==> src/rtl/sfm_pkg.sv <==
`timescale 1ns/1ps
package sfm_pkg;
  localparam int CNT_W  = 12;
  localparam int BYTE_W = 8;
  typedef logic [CNT_W-1:0] cnt_t;
  localparam cnt_t CNT_MAX = '1;
endpackage

==> src/rtl/sfm_rise_det.sv <==
`timescale 1ns/1ps
module sfm_rise_det (
  input  logic clk,
  input  logic rst_n,
  input  logic sig_i,
  output logic rise_o
);
  logic prev_q;
  logic prev_d;

  always_comb begin
    prev_d = sig_i;
    rise_o = sig_i & ~prev_q;
  end

  always_ff @(posedge clk or negedge rst_n) begin
    if (!rst_n) prev_q <= 1'b0;
    else        prev_q <= prev_d;
  end
endmodule

==> src/rtl/sfm_hperiod.sv <==
`timescale 1ns/1ps
module sfm_hperiod
  import sfm_pkg::*;
#(
  parameter int PER_LOG2 = 3
) (
  input  logic clk,
  input  logic rst_n,
  input  logic rise_i,
  output cnt_t meas_o
);
  localparam int EW = (PER_LOG2 > 0) ? PER_LOG2 : 1;
  localparam logic [EW-1:0] LAST_EDGE = EW'((1 << PER_LOG2) - 1);

  cnt_t run_q, run_d;
  cnt_t res_q, res_d;
  logic [EW-1:0] edg_q, edg_d;
  logic close_w;
  logic run_full;

  always_comb begin
    run_full = (run_q == CNT_MAX);
    close_w  = rise_i && (edg_q == LAST_EDGE);
    run_d    = close_w ? '0 : (run_full ? run_q : run_q + 1'b1);
    res_d    = res_q;
    if (close_w) res_d = run_full ? CNT_MAX : run_q + 1'b1;
    edg_d    = edg_q;
    if (rise_i) edg_d = close_w ? '0 : edg_q + 1'b1;
    meas_o   = run_full ? CNT_MAX : res_q;
  end

  always_ff @(posedge clk or negedge rst_n) begin
    if (!rst_n) begin
      run_q <= '0;
      res_q <= CNT_MAX;
      edg_q <= '0;
    end else begin
      run_q <= run_d;
      res_q <= res_d;
      edg_q <= edg_d;
    end
  end
endmodule

==> src/rtl/sfm_vwindow.sv <==
`timescale 1ns/1ps
module sfm_vwindow
  import sfm_pkg::*;
#(
  parameter int DIV_LOG2 = 6
) (
  input  logic clk,
  input  logic rst_n,
  input  logic rise_i,
  output logic close_o,
  output cnt_t meas_o
);
  localparam int PW = (DIV_LOG2 > 0) ? DIV_LOG2 : 1;

  logic [PW-1:0] pre_q, pre_d;
  cnt_t cnt_q, cnt_d;
  logic wrap;

  generate
    if (DIV_LOG2 == 0) begin : g_nodiv
      assign wrap = 1'b1;
    end else begin : g_div
      assign wrap = (pre_q == {PW{1'b1}});
    end
  endgenerate

  always_comb begin
    close_o = rise_i | ((cnt_q == CNT_MAX) & wrap);
    meas_o  = (wrap && (cnt_q != CNT_MAX)) ? cnt_q + 1'b1 : cnt_q;
    if (close_o) begin
      pre_d = '0;
      cnt_d = '0;
    end else begin
      pre_d = (DIV_LOG2 == 0) ? '0 : pre_q + 1'b1;
      cnt_d = wrap ? cnt_q + 1'b1 : cnt_q;
    end
  end

  always_ff @(posedge clk or negedge rst_n) begin
    if (!rst_n) begin
      pre_q <= '0;
      cnt_q <= '0;
    end else begin
      pre_q <= pre_d;
      cnt_q <= cnt_d;
    end
  end
endmodule

==> src/rtl/sfm_outreg.sv <==
`timescale 1ns/1ps
module sfm_outreg
  import sfm_pkg::*;
(
  input  logic              clk,
  input  logic              rst_n,
  input  logic              load_i,
  input  cnt_t              h_i,
  input  cnt_t              v_i,
  output logic [BYTE_W-1:0] h_lo_o,
  output logic [BYTE_W-1:0] h_hi_o,
  output logic [BYTE_W-1:0] v_lo_o,
  output logic [BYTE_W-1:0] v_hi_o,
  output logic              evt_o
);
  cnt_t h_q, h_d, v_q, v_d;
  logic evt_q, evt_d;

  always_comb begin
    h_d   = load_i ? h_i : h_q;
    v_d   = load_i ? v_i : v_q;
    evt_d = load_i;
  end

  always_ff @(posedge clk or negedge rst_n) begin
    if (!rst_n) begin
      h_q   <= '0;
      v_q   <= '0;
      evt_q <= 1'b0;
    end else begin
      h_q   <= h_d;
      v_q   <= v_d;
      evt_q <= evt_d;
    end
  end

  always_comb begin
    h_lo_o = h_q[BYTE_W-1:0];
    v_lo_o = v_q[BYTE_W-1:0];
    h_hi_o = BYTE_W'(h_q[CNT_W-1:BYTE_W]);
    v_hi_o = BYTE_W'(v_q[CNT_W-1:BYTE_W]);
    evt_o  = evt_q;
  end
endmodule

==> src/rtl/sync_freq_meter.sv <==
`timescale 1ns/1ps
module sync_freq_meter
  import sfm_pkg::*;
#(
  parameter int H_PER_LOG2 = 3,
  parameter int V_DIV_LOG2 = 6
) (
  input  logic       clk,
  input  logic       rst_n,
  input  logic       hsync_i,
  input  logic       vsync_i,
  output logic [7:0] h_lo_o,
  output logic [7:0] h_hi_o,
  output logic [7:0] v_lo_o,
  output logic [7:0] v_hi_o,
  output logic       evt_o
);
  logic h_rise, v_rise, v_close;
  cnt_t h_meas, v_meas;

  sfm_rise_det u_hrise (.clk(clk), .rst_n(rst_n), .sig_i(hsync_i), .rise_o(h_rise));
  sfm_rise_det u_vrise (.clk(clk), .rst_n(rst_n), .sig_i(vsync_i), .rise_o(v_rise));

  sfm_hperiod #(.PER_LOG2(H_PER_LOG2)) u_hper (
    .clk(clk), .rst_n(rst_n), .rise_i(h_rise), .meas_o(h_meas)
  );

  sfm_vwindow #(.DIV_LOG2(V_DIV_LOG2)) u_vwin (
    .clk(clk), .rst_n(rst_n), .rise_i(v_rise), .close_o(v_close), .meas_o(v_meas)
  );

  sfm_outreg u_out (
    .clk(clk), .rst_n(rst_n), .load_i(v_close), .h_i(h_meas), .v_i(v_meas),
    .h_lo_o(h_lo_o), .h_hi_o(h_hi_o), .v_lo_o(v_lo_o), .v_hi_o(v_hi_o), .evt_o(evt_o)
  );
endmodule

==> config.mk <==
export PLATFORM = sky130hd
export DESIGN_NAME = sync_freq_meter
export DESIGN_NICKNAME = d
export VERILOG_FILES = /design/src/rtl/sfm_pkg.sv /design/src/rtl/sfm_rise_det.sv /design/src/rtl/sfm_hperiod.sv /design/src/rtl/sfm_vwindow.sv /design/src/rtl/sfm_outreg.sv /design/src/rtl/sync_freq_meter.sv
export SDC_FILE = /design/constraint.sdc
export NUM_CORES = 1
export LEC_CHECK = 0
export BUFFER_PORTS_ARGS = -buffer_cell sky130_fd_sc_hd__clkbuf_2
export CORE_ASPECT_RATIO = 1.25
export CORE_UTILIZATION = 45
export DETAILED_ROUTE_END_ITERATION = 6
export GPL_TIMING_DRIVEN = 0
export PLACE_DENSITY = 0.74
export SYNTH_ARGS = -nofsm -noshare
export SYNTH_HDL_FRONTEND = slang
export SYNTH_SLANG_ARGS = --single-unit
==> constraint.sdc <==
create_clock -name clk -period 6.1 [get_ports clk]
set_input_delay 0.61 -clock clk [delete_from_list [all_inputs] [get_ports clk]]
set_output_delay 0.61 -clock clk [all_outputs]
set_load 0.1 [all_outputs]
### After elaboration in Yosys (flattened, before gate mapping)

Index checks and enable logic that the tools add are counted.

| word-level totals | value |
|---|---|
| register bits after elaboration | 72 |
| input port bits | 4 |
| output and inout bits | 33 |
| word-level logic and storage cells | 38 |

| operators by class | value |
|---|---|
| add/sub/neg operators | 4 |
| equal/unequal tests | 6 |
| muxes and demuxes | 9 |
| bitwise logic cells | 6 |
| reductions and logical operators | 3 |

Operators with widths:

| operator | number |
|---|---|
| 12-bit 2-to-1 mux | 7 |
| 12-bit by 1-bit adder with 12-bit output, second input constant | 2 |
| 12-bit == test, second input constant | 2 |
| 12-bit != test, second input constant | 1 |
| 6-bit by 1-bit adder with 6-bit output, second input constant | 1 |
| 6-bit == test, second input constant | 1 |
| 6-bit 2-to-1 mux | 1 |
| 3-bit by 1-bit adder with 3-bit output, second input constant | 1 |
| 1-bit AND | 3 |
| 3-bit == test, second input constant | 1 |
| 3-bit 2-to-1 mux | 1 |
| 1-bit logical AND | 2 |
| 2-bit by 1-bit != test with 1-bit output, second input constant | 1 |
| 1-bit NOT | 2 |
| 2-bit nonzero test | 1 |
| 1-bit OR | 1 |

### Depth between registers and ports, before layout

Gate-level depths: netlist of run 1.

| logic depth | value |
|---|---|
| depth in word-level cells | 4 |
| gate-level depth with buffers | 7 |
| gate-level depth less buffers | 6 |

### Hierarchy

A second synthesis of run 1 with hierarchy kept.

| unflattened totals | value |
|---|---|
| cell total of the unflattened synthesis | 329 |
| area total of the unflattened synthesis | 3707.3 µm² |

By module, submodules not included:

| module | times used | cells an instance | area an instance (µm²) | seq. area each (µm²) |
|---|---|---|---|---|
| sfm_hperiod | 1 | 132 | 1295.0 | 690.7 |
| sfm_vwindow | 1 | 132 | 1248.7 | 450.4 |
| sfm_outreg | 1 | 61 | 1086.0 | 625.6 |
| sfm_rise_det | 2 | 2 | 38.8 | 25.0 |

### Worst setup path after synthesis of run 1

OpenSTA, ideal clock, no wires.

| path | value |
|---|---|
| path type | register to register |
| start | register u_vwin.cnt_q[0] |
| end | register u_out.v_q[10] |
| setup time | 126 ps |
| arrival time | 1923 ps |
| data required time | 5974 ps |
| path slack | 4050 ps |
| cell stages (with the launch flop) | 8 |
| path buffers | 1 |
| period minus slack after synthesis | 2050 ps |
| cells stage by stage | dfrtp_1 > ha_1 > nand3_1 > nor4_4 > a21oi_4 > clkinv_4 > buf_12 > mux2_4 |

| between the ends | value |
|---|---|
| cells in the longest elaborated chain, start to end | 3 |
| elaborated cells between the ends (all ways) | 7 |
| classes of those cells | 1 x add/sub; 2 x eq/ne; 1 x mux; 2 x bitwise; 1 x reduce/logical |

Ends and longest elaborated chain:

| element | RTL line | source |
|---|---|---|
| from (decl) | sfm_vwindow.sv:16 | `cnt_t cnt_q, cnt_d;` |
| from (signal assigned) | sfm_vwindow.sv:45 | `cnt_q <= cnt_d;` |
| 12-bit == test | sfm_vwindow.sv:28 | `close_o = rise_i \| ((cnt_q == CNT_MAX) & wrap);` |
| 1-bit AND | sfm_vwindow.sv:28 |  |
| 1-bit OR | sfm_vwindow.sv:28 |  |
| via u_out.load_i | sfm_outreg.sv:7 | `input logic load_i,` |
| to (signal assigned) | sfm_outreg.sv:32 | `v_q <= v_d;` |
| to (decl) | sfm_outreg.sv:16 | `cnt_t h_q, h_d, v_q, v_d;` |

The timed path passes the listed nets, and every way through them passes these cells.
A chain may end at the register's enable or synchronous reset.

### Final worst setup path of run 1

Ends and elaborated chain as after synthesis.

==> results of run 1 <==
critical path, cell delays in order, from the launching register on:
cell and delay [ns]:
dfrtp_1 0.44, ha_1 0.28, nand3_1 0.25, nor4_4 0.69, a21oi_4 0.24, clkinv_4 0.11
buf_12 0.13, mux2_4 0.29
final cells by class:
type / count / area, um^2 / area share (%)
flip-flops and latches: 72 / 1820 / 45.0
multi-input cells: 251 / 1540 / 38.0
repair buffers: 29 / 163 / 4.03
plain buffers: 28 / 160 / 3.97
clock buffers: 11 / 141 / 3.50
well taps: 92 / 115 / 2.85
clock inverters: 5 / 56.3 / 1.39
inverters: 12 / 50.0 / 1.24
final timing paths:
| path | to | slack, ns | cells after the start |
|---|---|---|---|
| max | u_out.v_q[10] | 3.55 | 7 |
| min | u_vrise.prev_q | 0.23 | 1 |
| max reg2reg | u_out.v_q[10] | 3.55 | 7 |
| min reg2reg | u_vwin.pre_q[0] | 0.46 | 1 |
| max in group asynchronous | u_hper.res_q[6] | 5.23 | 2 |
| min in group clk | u_hrise.prev_q | 0.37 | 1 |
synthesized netlist by cell type (2+ instances only):
| master | instances | area, um^2 |
|---|---|---|
| nor3_1 | 8 | 40.0 |
| mux2i_1 | 4 | 40.0 |
| buf_2 | 6 | 30.0 |
| buf_4 | 8 | 60.1 |
| or4_1 | 2 | 15.0 |
| and3_1 | 7 | 43.8 |
| a311oi_1 | 2 | 17.5 |
| nor2b_1 | 2 | 12.5 |
| nor4_4 | 2 | 42.5 |
| nand2b_1 | 2 | 12.5 |
| nand4_1 | 6 | 37.5 |
| dfrtp_1 | 60 | 1500 |
| nand3_1 | 13 | 65.1 |
| nor4_1 | 10 | 62.6 |
| xor2_1 | 2 | 17.5 |
| and2_1 | 2 | 12.5 |
| clkbuf_1 | 11 | 41.3 |
| inv_1 | 11 | 41.3 |
| xnor2_1 | 11 | 96.3 |
| o21ai_0 | 16 | 80.1 |
| o21ai_1 | 12 | 60.1 |
| a21oi_1 | 11 | 55.1 |
| dfstp_2 | 12 | 315 |
| o211ai_1 | 14 | 105 |
| nor2_1 | 46 | 173 |
| a31oi_1 | 8 | 50.1 |
| nand2_1 | 26 | 97.6 |
| ha_1 | 5 | 62.6 |
| mux2_2 | 4 | 45.0 |
| a211oi_1 | 13 | 97.6 |
registers in the layout (all words and copies together), names as in the netlist:
signal,count
u_hper.edg_q,3
u_hper.res_q,12
u_hper.run_q,12
u_hrise.prev_q,1
u_out.evt_o,1
u_out.h_q,12
u_out.v_q,12
u_vrise.prev_q,1
u_vwin.cnt_q,12
u_vwin.pre_q,6
metrics by stage:
| step | util [%] | cell area (um^2) | worst slack [ns] | cells |
|---|---|---|---|---|
| global route | 53.9 | 4040 | 3.44 | 500 |
| finish | 53.9 | 4040 | 3.55 | 500 |
| floorplan | - | 3560 | 4.05 | 363 |
| global placement | 51.0 | 3820 | 3.64 | 483 |
| detailed placement | 51.3 | 3840 | 3.61 | 484 |
| CTS | 53.9 | 4040 | 3.61 | 500 |
report_power, final:
part           switching, mW  total, mW  internal [mW]
registers              0.101      0.738          0.637
logic                  0.491      0.655          0.164
clock network          0.187      0.387          0.200
per-layer routing:
| layer | vias to the layer above | GRT usage, % | part of all wire [%] |
|---|---|---|---|
| met5 | - | 0 | 0 |
| met4 | 0 | 11.5 | 2.8 |
| met3 | 18 | 4.16 | 5.0 |
| met2 | 83 | 36.0 | 50 |
| met1 | 1375 | 28.8 | 42 |
| li1 | 1363 | - | - |
logic make-up after synthesis:
logic type	Yosys count
AND/OR/NAND/NOR	128
AO/OA/AOI/OAI	88
flip-flops	72
buffers and inverters	40
XOR/XNOR	13
multiplexers	9
adder cells (fa/ha/maj)	5
other	1
==> metrics.txt, run 1 <==
outcome=complete, no violations; Worst Hold Class=in -> async; kind of start point of the critical path=register; CTS tree=done; Fin Setup TNS=0 ns; GRT Overall Usage=22.5%; Critical Path Source=u_vwin.cnt_q[0]; Syn. warnings=0; clk_lat worst skew=0.36 ns; vias in the first global route=2,801; CP endpoint kind=register; Power Density=441 mW/mm^2; largest net degree at the start of global routing=39; Rows=35; Worst-Margin Slew=0.735 ns; crit path max fanout=10; Final Hold Vio Count=0; CP Data Required Time=6.35 ns; cell leakage power=1.76 nW; Setup violations, final=0; vias per cell=5.68; area of the mapped netlist=0.00354 mm^2; P&R area growth vs syn=14.2%; Max Freq=392 MHz; Synth Instances=356; Num CTS Buffers=9; Final min period=~2.5 ns; DP Wirelength=5.54 mm; most frequent cells in the layout=60 x dfrtp_1, 46 x nor2_1, 28 x clkbuf_2, 26 x nand2_1, 16 x o21ai_0; Synth Flop Type=dfrtp_1; Bufs on Longest Clock Path=2; Crit Path Category=reg -> reg; most common cell after layout, fill and taps aside=dfrtp_1; Wirelength per Cell=15.9 um; grt ovf=0; Post-synth EDFFs=0; Synth Area in Compound Gates=16.6%; Horiz. Die Dim=81.3 um; WL final=between 7 and 8 mm; Slew Limit Fails=0; Die H=between 100 and 150 um; Hold Buf Count CTS=0; mux cell area share after synthesis=2.83%; register area share after synthesis=about 50%; # DRC=0; Avg Cell Area, Syn=9.94 um^2; CTS resizes=0; Setup Skew=0.00829 ns; setup repair bufs after CTS=0; Slew Limit Headroom=50.7%; Core ar.=0.00749 mm^2; routability cong.=between 0.9 and 1; Post-Synth Adder-Cell Area=~1.8%; initial antenna violation count=0; Distinct cells, synth=50; simple-gate share of the synthesized area=18.2%; WHS=around 0.23 ns; clock sink count=72; fill count=695; largest family of logic cells by synthesized area=simple AND/OR/NAND/NOR gates; H-tree depth=3; maximum vdd drop=0.000277 V; Antenna Nets Post-Route=0; Layout Nets=412; io pins=37; xor and xnor fraction of the mapped netlist area=3.22%; die footprint=0.00822 mm^2; crit path DAT=2.80 ns; synthesis-stage register bit count=72; RSZ-0062 raised after global routing=no; Root Buffer=clkbuf_8; Tcrit/Tclk final=41.8%; Tot Pwr=~1.8 mW; Worst-path clk slew=around 0.080 ns; ys async rst share=100%; Max Cap Violations=0; TritonRoute pass-1 iters=4; layout cells sized above 1=20.6%; Ant. Diodes=0; via count=about 2,800; first-pass GRT wire length=around 14 mm; Port Buffer Count=28; drt first-iter violations=173; Initial Util=47.2%; RR Startpoint=u_vwin.cnt_q[0]
Note: power is estimated with default switching activity, not from simulation.
==> run 2: changes to the inputs <==
--- a/config.mk
+++ b/config.mk
@@ -10,7 +10,7 @@
 export CORE_UTILIZATION = 45
 export DETAILED_ROUTE_END_ITERATION = 6
 export GPL_TIMING_DRIVEN = 0
-export PLACE_DENSITY = 0.74
+export PLACE_DENSITY = 0.76
 export SYNTH_ARGS = -nofsm -noshare
 export SYNTH_HDL_FRONTEND = slang
 export SYNTH_SLANG_ARGS = --single-unit
==> constraint.sdc (replaced) <==
create_clock -name clk -period 2.05 [get_ports clk]
set_input_delay 0.205 -clock clk [delete_from_list [all_inputs] [get_ports clk]]
set_output_delay 0.205 -clock clk [all_outputs]
set_load 0.1 [all_outputs]
==> run 2 against run 1 <==
  * Global-route usage fell by 0.070 points
  * Largest cell class unchanged
  * Utilization rose by 1.9 points
  * Combinational power rose to 3.0 times the previous value
  * Via count rose by 3.2%
  * Wire length rose by 4.4%
  * Sequential power rose to 3.0 times the previous value
  * Sequential share of layout area fell by 1.4 points
  * Worst hold slack improved by 0.15 ns
  * Critical path depth fell by 1
==> metrics.txt, run 2 (synthesis gave the netlist of run 1 again) <==
register area=0.00182 mm^2; Root Buffer=clkbuf_8; GRT Overall Usage=22.4%; clock sink count=between 70 and 80; Final Hold Vio Count=0; drt first-iter violations=approximately 360; Core ar.=0.00749 mm^2; grt ovf=0; Worst-path clk slew=approximately 0.070 ns; Horiz. Die Dim=81.3 um; first-pass GRT wire length=13.8 mm; most frequent cells in the layout=57 x dfrtp_1, 45 x nor2_1, 31 x clkbuf_2, 26 x nand2_1, 17 x buf_4; Num CTS Buffers=9; Multi-input gate area=0.00161 mm^2; clk_lat worst skew=0.35 ns; Placement Cell Area=0.00384 mm^2; Initial Util=47.2%; maximum vdd drop=roughly 0.00088 V; H-tree depth=3; WL final=8.29 mm; CP endpoint kind=register; Port Buffer Count=28; Setup Skew=0.00629 ns; Slew Limit Headroom=57.0%; io pins=37; R2R setup slack=about 0.081 ns; routability cong.=0.900; vias per cell=5.75; design area=0.00418 mm^2; via count=slightly below 3,000; layout cells sized above 1=25.6%; crit path max fanout=10; Slew Limit Fails=0; RR Endpoint=u_out.h_q[1]; die footprint=between 0.008 and 0.009 mm^2; Crit Path Category=reg -> reg; fill count=648; CP Data Required Time=around 2.3 ns; Power Density=1240 mW/mm^2; CP Capture Point=u_out.h_q[1]; # DRC=0; Ant. Diodes=0; Tcrit/Tclk final=96.0%; dpl cells=~480; kind of start point of the critical path=register; fin util=a little under three fifths; CTS tree=done; Max Freq=508 MHz; largest net degree at the start of global routing=40; Rows=35; initial antenna violation count=0; most common cell after layout, fill and taps aside=dfrtp_1; Worst-Margin Slew=0.640 ns; Critical Path Source=u_vwin.cnt_q[0]; Antenna Nets Post-Route=0; vias in the first global route=2,882; Setup violations, final=0; Wirelength per Cell=between 15 and 20 um; post-route insts no fill=~500; RSZ-0062 raised after global routing=yes; Tot Pwr=between 5 and 6 mW; RR Startpoint=u_vwin.cnt_q[0]; Final min period=1.97 ns; Worst R2R Path Depth=6; P&R area growth vs syn=18.2%; crit path DAT=2.19 ns; Die H=101 um; Bufs on Longest Clock Path=2; Layout Nets=422; TritonRoute pass-1 iters=5; Max Cap Violations=0; Worst Hold Class=in -> async; cell leakage power=1.83 nW; DP Wirelength=5.51 mm; outcome=complete, no violations
-- run 2: cell types whose count changed in the layout (fill, tap and decap cells not counted), moves of 2 or more --
| cell | delta |
|---|---|
| clkbuf_2 | +3 |
| nand3_1 | -3 |
| nor4_1 | -2 |
| nand3_2 | +2 |
| dfrtp_2 | +3 |
| or4_1 | -2 |
| buf_4 | +9 |
| clkbuf_1 | -2 |
| dfrtp_1 | -3 |
| dlygate4sd3_1 | +3 |
| or4_4 | +2 |
-- run 2: final cells by class --
cell class | count | share of cell area [%]
plain buffers | 26 | 3.74
repair buffers | 41 | 6.22
multi-input cells | 251 | 38.6
clock buffers | 13 | 3.56
clock inverters | 3 | 0.419
inverters | 12 | 1.20
flip-flops and latches | 72 | 43.5
well taps | 92 | 2.75
-- run 2: stage by stage --
| stage | worst slack, ns | hold WS, ns | TNS [ns] |
|---|---|---|---|
| floorplan | 0.000185 | -0.0906 | 0 |
| finish | 0.0815 | 0.378 | 0 |
| global route | -0.0244 | 0.421 | -0.0244 |
| detailed placement | -0.439 | 0.220 | -8.02 |
| CTS | -0.0276 | 0.394 | -0.0501 |
| global placement | -0.417 | 0.326 | -6.69 |
-- run 2: power breakdown --
| part | internal [mW] | total [mW] | leakage, nW | switching, mW |
|---|---|---|---|---|
| clock | 0.470 | 0.998 | 0.0834 | 0.528 |
| sequential | 1.90 | 2.21 | 0.888 | 0.310 |
| combinational | 0.496 | 1.97 | 0.857 | 1.47 |
| total | 2.86 | 5.17 | 1.83 | 2.31 |
-- run 2: routing by layer --
| layer | wire length [um] | GRT usage (%) | up-vias | part of all wire (%) |
|---|---|---|---|---|
| li1 | - | - | 1375 | - |
| met1 | 3360 | 27.6 | 1416 | 41 |
| met2 | 4240 | 36.3 | 114 | 51 |
| met3 | 376 | 3.53 | 26 | 4.5 |
| met4 | 310 | 14.0 | 0 | 3.7 |
| met5 | 0 | 0 | - | 0 |
-- run 2: how the worst min path moves through the flow --
stage                  from              end  slack [ns]  cells past startpoint
CTS                   rst_n   u_vrise.prev_q        0.39                      2
global placement    hsync_i   u_hrise.prev_q        0.33                      1
floorplan             rst_n  u_hper.edg_q[0]       -0.09                      0
finish                rst_n  u_vwin.cnt_q[9]        0.38                      2
global route          rst_n   u_vrise.prev_q        0.42                      2
detailed placement    rst_n  u_vwin.cnt_q[9]        0.22                      1
-- run 2: critical path: stages, from the launching register on --
cell and delay [ns]:
dfrtp_1 0.42, ha_4 0.20, nand3_4 0.14, or4_4 0.56, buf_2 0.22, o211ai_1 0.17, o21ai_0 0.12
-- run 2: what timing repair did --
action	4_1_cts	5_1_grt
hold buffers	3	0
gates cloned	0	0
resized for setup	7	15
pin swaps	3	2
endpoints found under the hold margin	28	0
setup buffers	3	6
endpoints found under the setup margin	44	47
==> run 3: changes to the inputs <==
--- a/config.mk
+++ b/config.mk
@@ -5,6 +5,7 @@
 export SDC_FILE = /design/constraint.sdc
 export NUM_CORES = 1
 export LEC_CHECK = 0
+export ABC_AREA = 1
 export BUFFER_PORTS_ARGS = -buffer_cell sky130_fd_sc_hd__clkbuf_2
 export CORE_ASPECT_RATIO = 1.25
 export CORE_UTILIZATION = 45
==> run 3 against run 2 <==
  * Combinational power barely moved
  * First-iteration DRC count decreased by 36%
  * Utilization down 1.3 points
  * Clock skew increased by 0.0013 ns
  * Non-clock buffer count decreased by 14
  * Total power up 7.3%
  * Sequential cell count unchanged
  * Largest cell class unchanged
  * Largest power group unchanged
  * Highest routed layer unchanged
==> metrics.txt, run 3 <==
Bufs on Longest Clock Path=2; WL final=~7.6 mm; DP Wirelength=between 5 and 6 mm; Root Buffer=clkbuf_8; Avg Cell Area, Syn=8.10 um^2; DP Worst Slack=0.289 ns; Slowest Stage Delay on Critical Path=roughly 0.45 ns; CP endpoint kind=register; Placement Cell Area=0.00399 mm^2; CTS resizes=0; layout cells sized above 1=18.1%; GRT Overall Usage=about a fifth; io pins=37; via count=around 3,000; Post-synth EDFFs=0; Layout Nets=513; vias in the first global route=2,883; synth cell count leaders=169 x nand2_1, 60 x dfrtp_1, 43 x inv_1; Worst Hold Class=in -> async; clk_lat worst skew=0.35 ns; Horiz. Die Dim=82.9 um; Rows=36; Psw=about 2.3 mW; synthesis-stage register bit count=72; Port Buffer Count=28; most frequent cells in the layout=169 x nand2_1, 60 x dfrtp_1, 43 x inv_1, 33 x nand3_1, 29 x nor2_1; Wirelength per Cell=approximately 13 um; Worst-Margin Slew=around 0.55 ns; die footprint=0.00854 mm^2; WHS=0.338 ns; setup repair bufs after CTS=0; kind of start point of the critical path=register; Switching Fraction=between 40% and 50%; Top cell by count, worst path=nand2_1; fill count=748; largest net degree at the start of global routing=47; CP Data Required Time=around 2.3 ns; top-count cell post-synth=nand2_1; # DRC=0; Pint=3.23 mW; Worst path slowest cell=dfrtp_1; crit path max fanout=10; Max Freq=approximately 560 MHz; initial antenna violation count=0; first-pass GRT wire length=13.1 mm; most common cell after layout, fill and taps aside=nand2_1; maximum vdd drop=0.000778 V; ys async rst share=100%; Syn. warnings=0; Slew Limit Headroom=63.7%; Num CTS Buffers=9; crit path DAT=2.06 ns; RR Startpoint=u_hper.run_q[0]; Slew Limit Fails=0; sequential power share=about 39%; Tot Pwr=5.55 mW; Final min period=approximately 1.8 ns; cell leakage power=approximately 2.3 nW; top cell type by total area after synthesis=dfrtp_1; Worst-path clk slew=0.08 ns; drt first-iter violations=229; RSZ-0062 raised after global routing=no; setup ws final=between 0.2 and 0.3 ns; Critical Path Source=u_hper.run_q[0]; Die H=a little over 100 um; register area share after synthesis=49.4%; routability cong.=around 0.84; CTS tree=done; H-tree depth=3; Power Density=1300 mW/mm^2; Tcrit/Tclk final=86.8%; Crit Path Category=reg -> reg; grt ovf=0; Distinct cells, synth=34; TritonRoute pass-1 iters=4; synth top area cells=dfrtp_1 41%, nand2_1 17%, dfstp_2 8.6%, nand3_1 4.5%, inv_1 4.4%; Fin Setup TNS=0 ns; Synth Flop Type=dfrtp_1; fin util=a little over half; Core ar.=between 0.007 and 0.008 mm^2; post-route insts no fill=between 600 and 700; Initial Util=46.9%; Synth top area share=40.8%; Setup Skew=0.00759 ns; Antenna Nets Post-Route=0; Synth Instances=454; clock sink count=72; vias per cell=4.91; Final Hold Vio Count=0; area of the mapped netlist=0.00368 mm^2; Cell Chain, Critical Path=ha_1 -> nand2_1 -> nor3_2 -> nand2_1 -> buf_2 -> nand2_1 -> nand2_1 -> o21ai_0; outcome=complete, no violations; Hold Buf Count CTS=3; power share of the clock group=roughly a quarter; Setup violations, final=0; Ant. Diodes=0; P&R area growth vs syn=16.3%; dpl cells=585; design area=0.00428 mm^2; Max Cap Violations=0; R2R setup slack=around 0.27 ns; Comb power frac=35.8%
-- run 3: cell types whose count changed in the layout (fill, tap and decap cells not counted), moves of 6 or more --
cell | before | now
a211oi_1 | 13 | 0
and3_1 | 7 | 0
clkbuf_1 | 10 | 1
inv_1 | 11 | 43
nand2_1 | 26 | 169
nand3_1 | 10 | 33
nor2_1 | 45 | 29
nor3_1 | 8 | 0
nor4_1 | 8 | 0
o211ai_1 | 14 | 0
o21ai_1 | 12 | 2
xnor2_1 | 11 | 5
xor2_1 | 2 | 9
-- run 3: layout make-up --
class	count	area [um^2]	area share [%]
Buffer	21	153	3.57
Clock inverter	6	116	2.72
Inverter	46	173	4.04
Tap cell	95	119	2.78
Multi-Input combinational cell	322	1560	36.5
Sequential cell	72	1820	42.5
Timing Repair Buffer	32	200	4.68
Clock buffer	10	138	3.22
-- run 3: logic make-up (layout without fill, tap and decap cells) --
kind of cell / count (synthesis) / in the layout / synth area share [%]
AO/OA/AOI/OAI: 39 / 39 / 5.68
XOR/XNOR: 14 / 14 / 3.33
adder cells (fa/ha/maj): 5 / 5 / 1.70
buffers and inverters: 67 / 115 / 8.85
flip-flops: 72 / 72 / 49.4
other: 1 / 8 / 0.102
AND/OR/NAND/NOR: 256 / 256 / 30.9
-- run 3: routing by layer --
metal	share of wire [%]	GRT usage (%)	wire (um)
met1	41	21.9	3130
met2	52	35.6	3950
met3	4.6	4.96	347
met4	1.7	8.89	130
met5	0	0	0
-- run 3: final timing paths --
kind / endpoint / cells past startpoint
setup / recovery: u_hper.res_q[6] / 8
max in group asynchronous: u_hper.res_q[10] / 3
hold reg to reg: u_vwin.pre_q[0] / 1
min in group clk: u_vwin.pre_q[0] / 1
setup reg to reg: u_hper.res_q[6] / 8
hold / removal: u_vwin.cnt_q[4] / 2
-- run 3: worst max-delay path, delay by kind of cell (launching register included) --
kind	cells	cell delay (ns)
adder cells (fa/ha/maj)	1	0.23
AO/OA/AOI/OAI	1	0.07
buffers and inverters	1	0.23
flip-flops	1	0.45
AND/OR/NAND/NOR	5	0.71
-- run 3: power groups by stage --
stage          Combinational, mW  Sequential (mW)  Clock [mW]
6_report                    1.99             2.16        1.41
3_5_place_dp                1.98             2.19           0
3_3_place_gp                1.93             2.17           0
4_1_cts                     2.00             2.16        1.43
2_1_floorplan              0.856             2.92           0
5_1_grt                     2.17             2.21        1.49
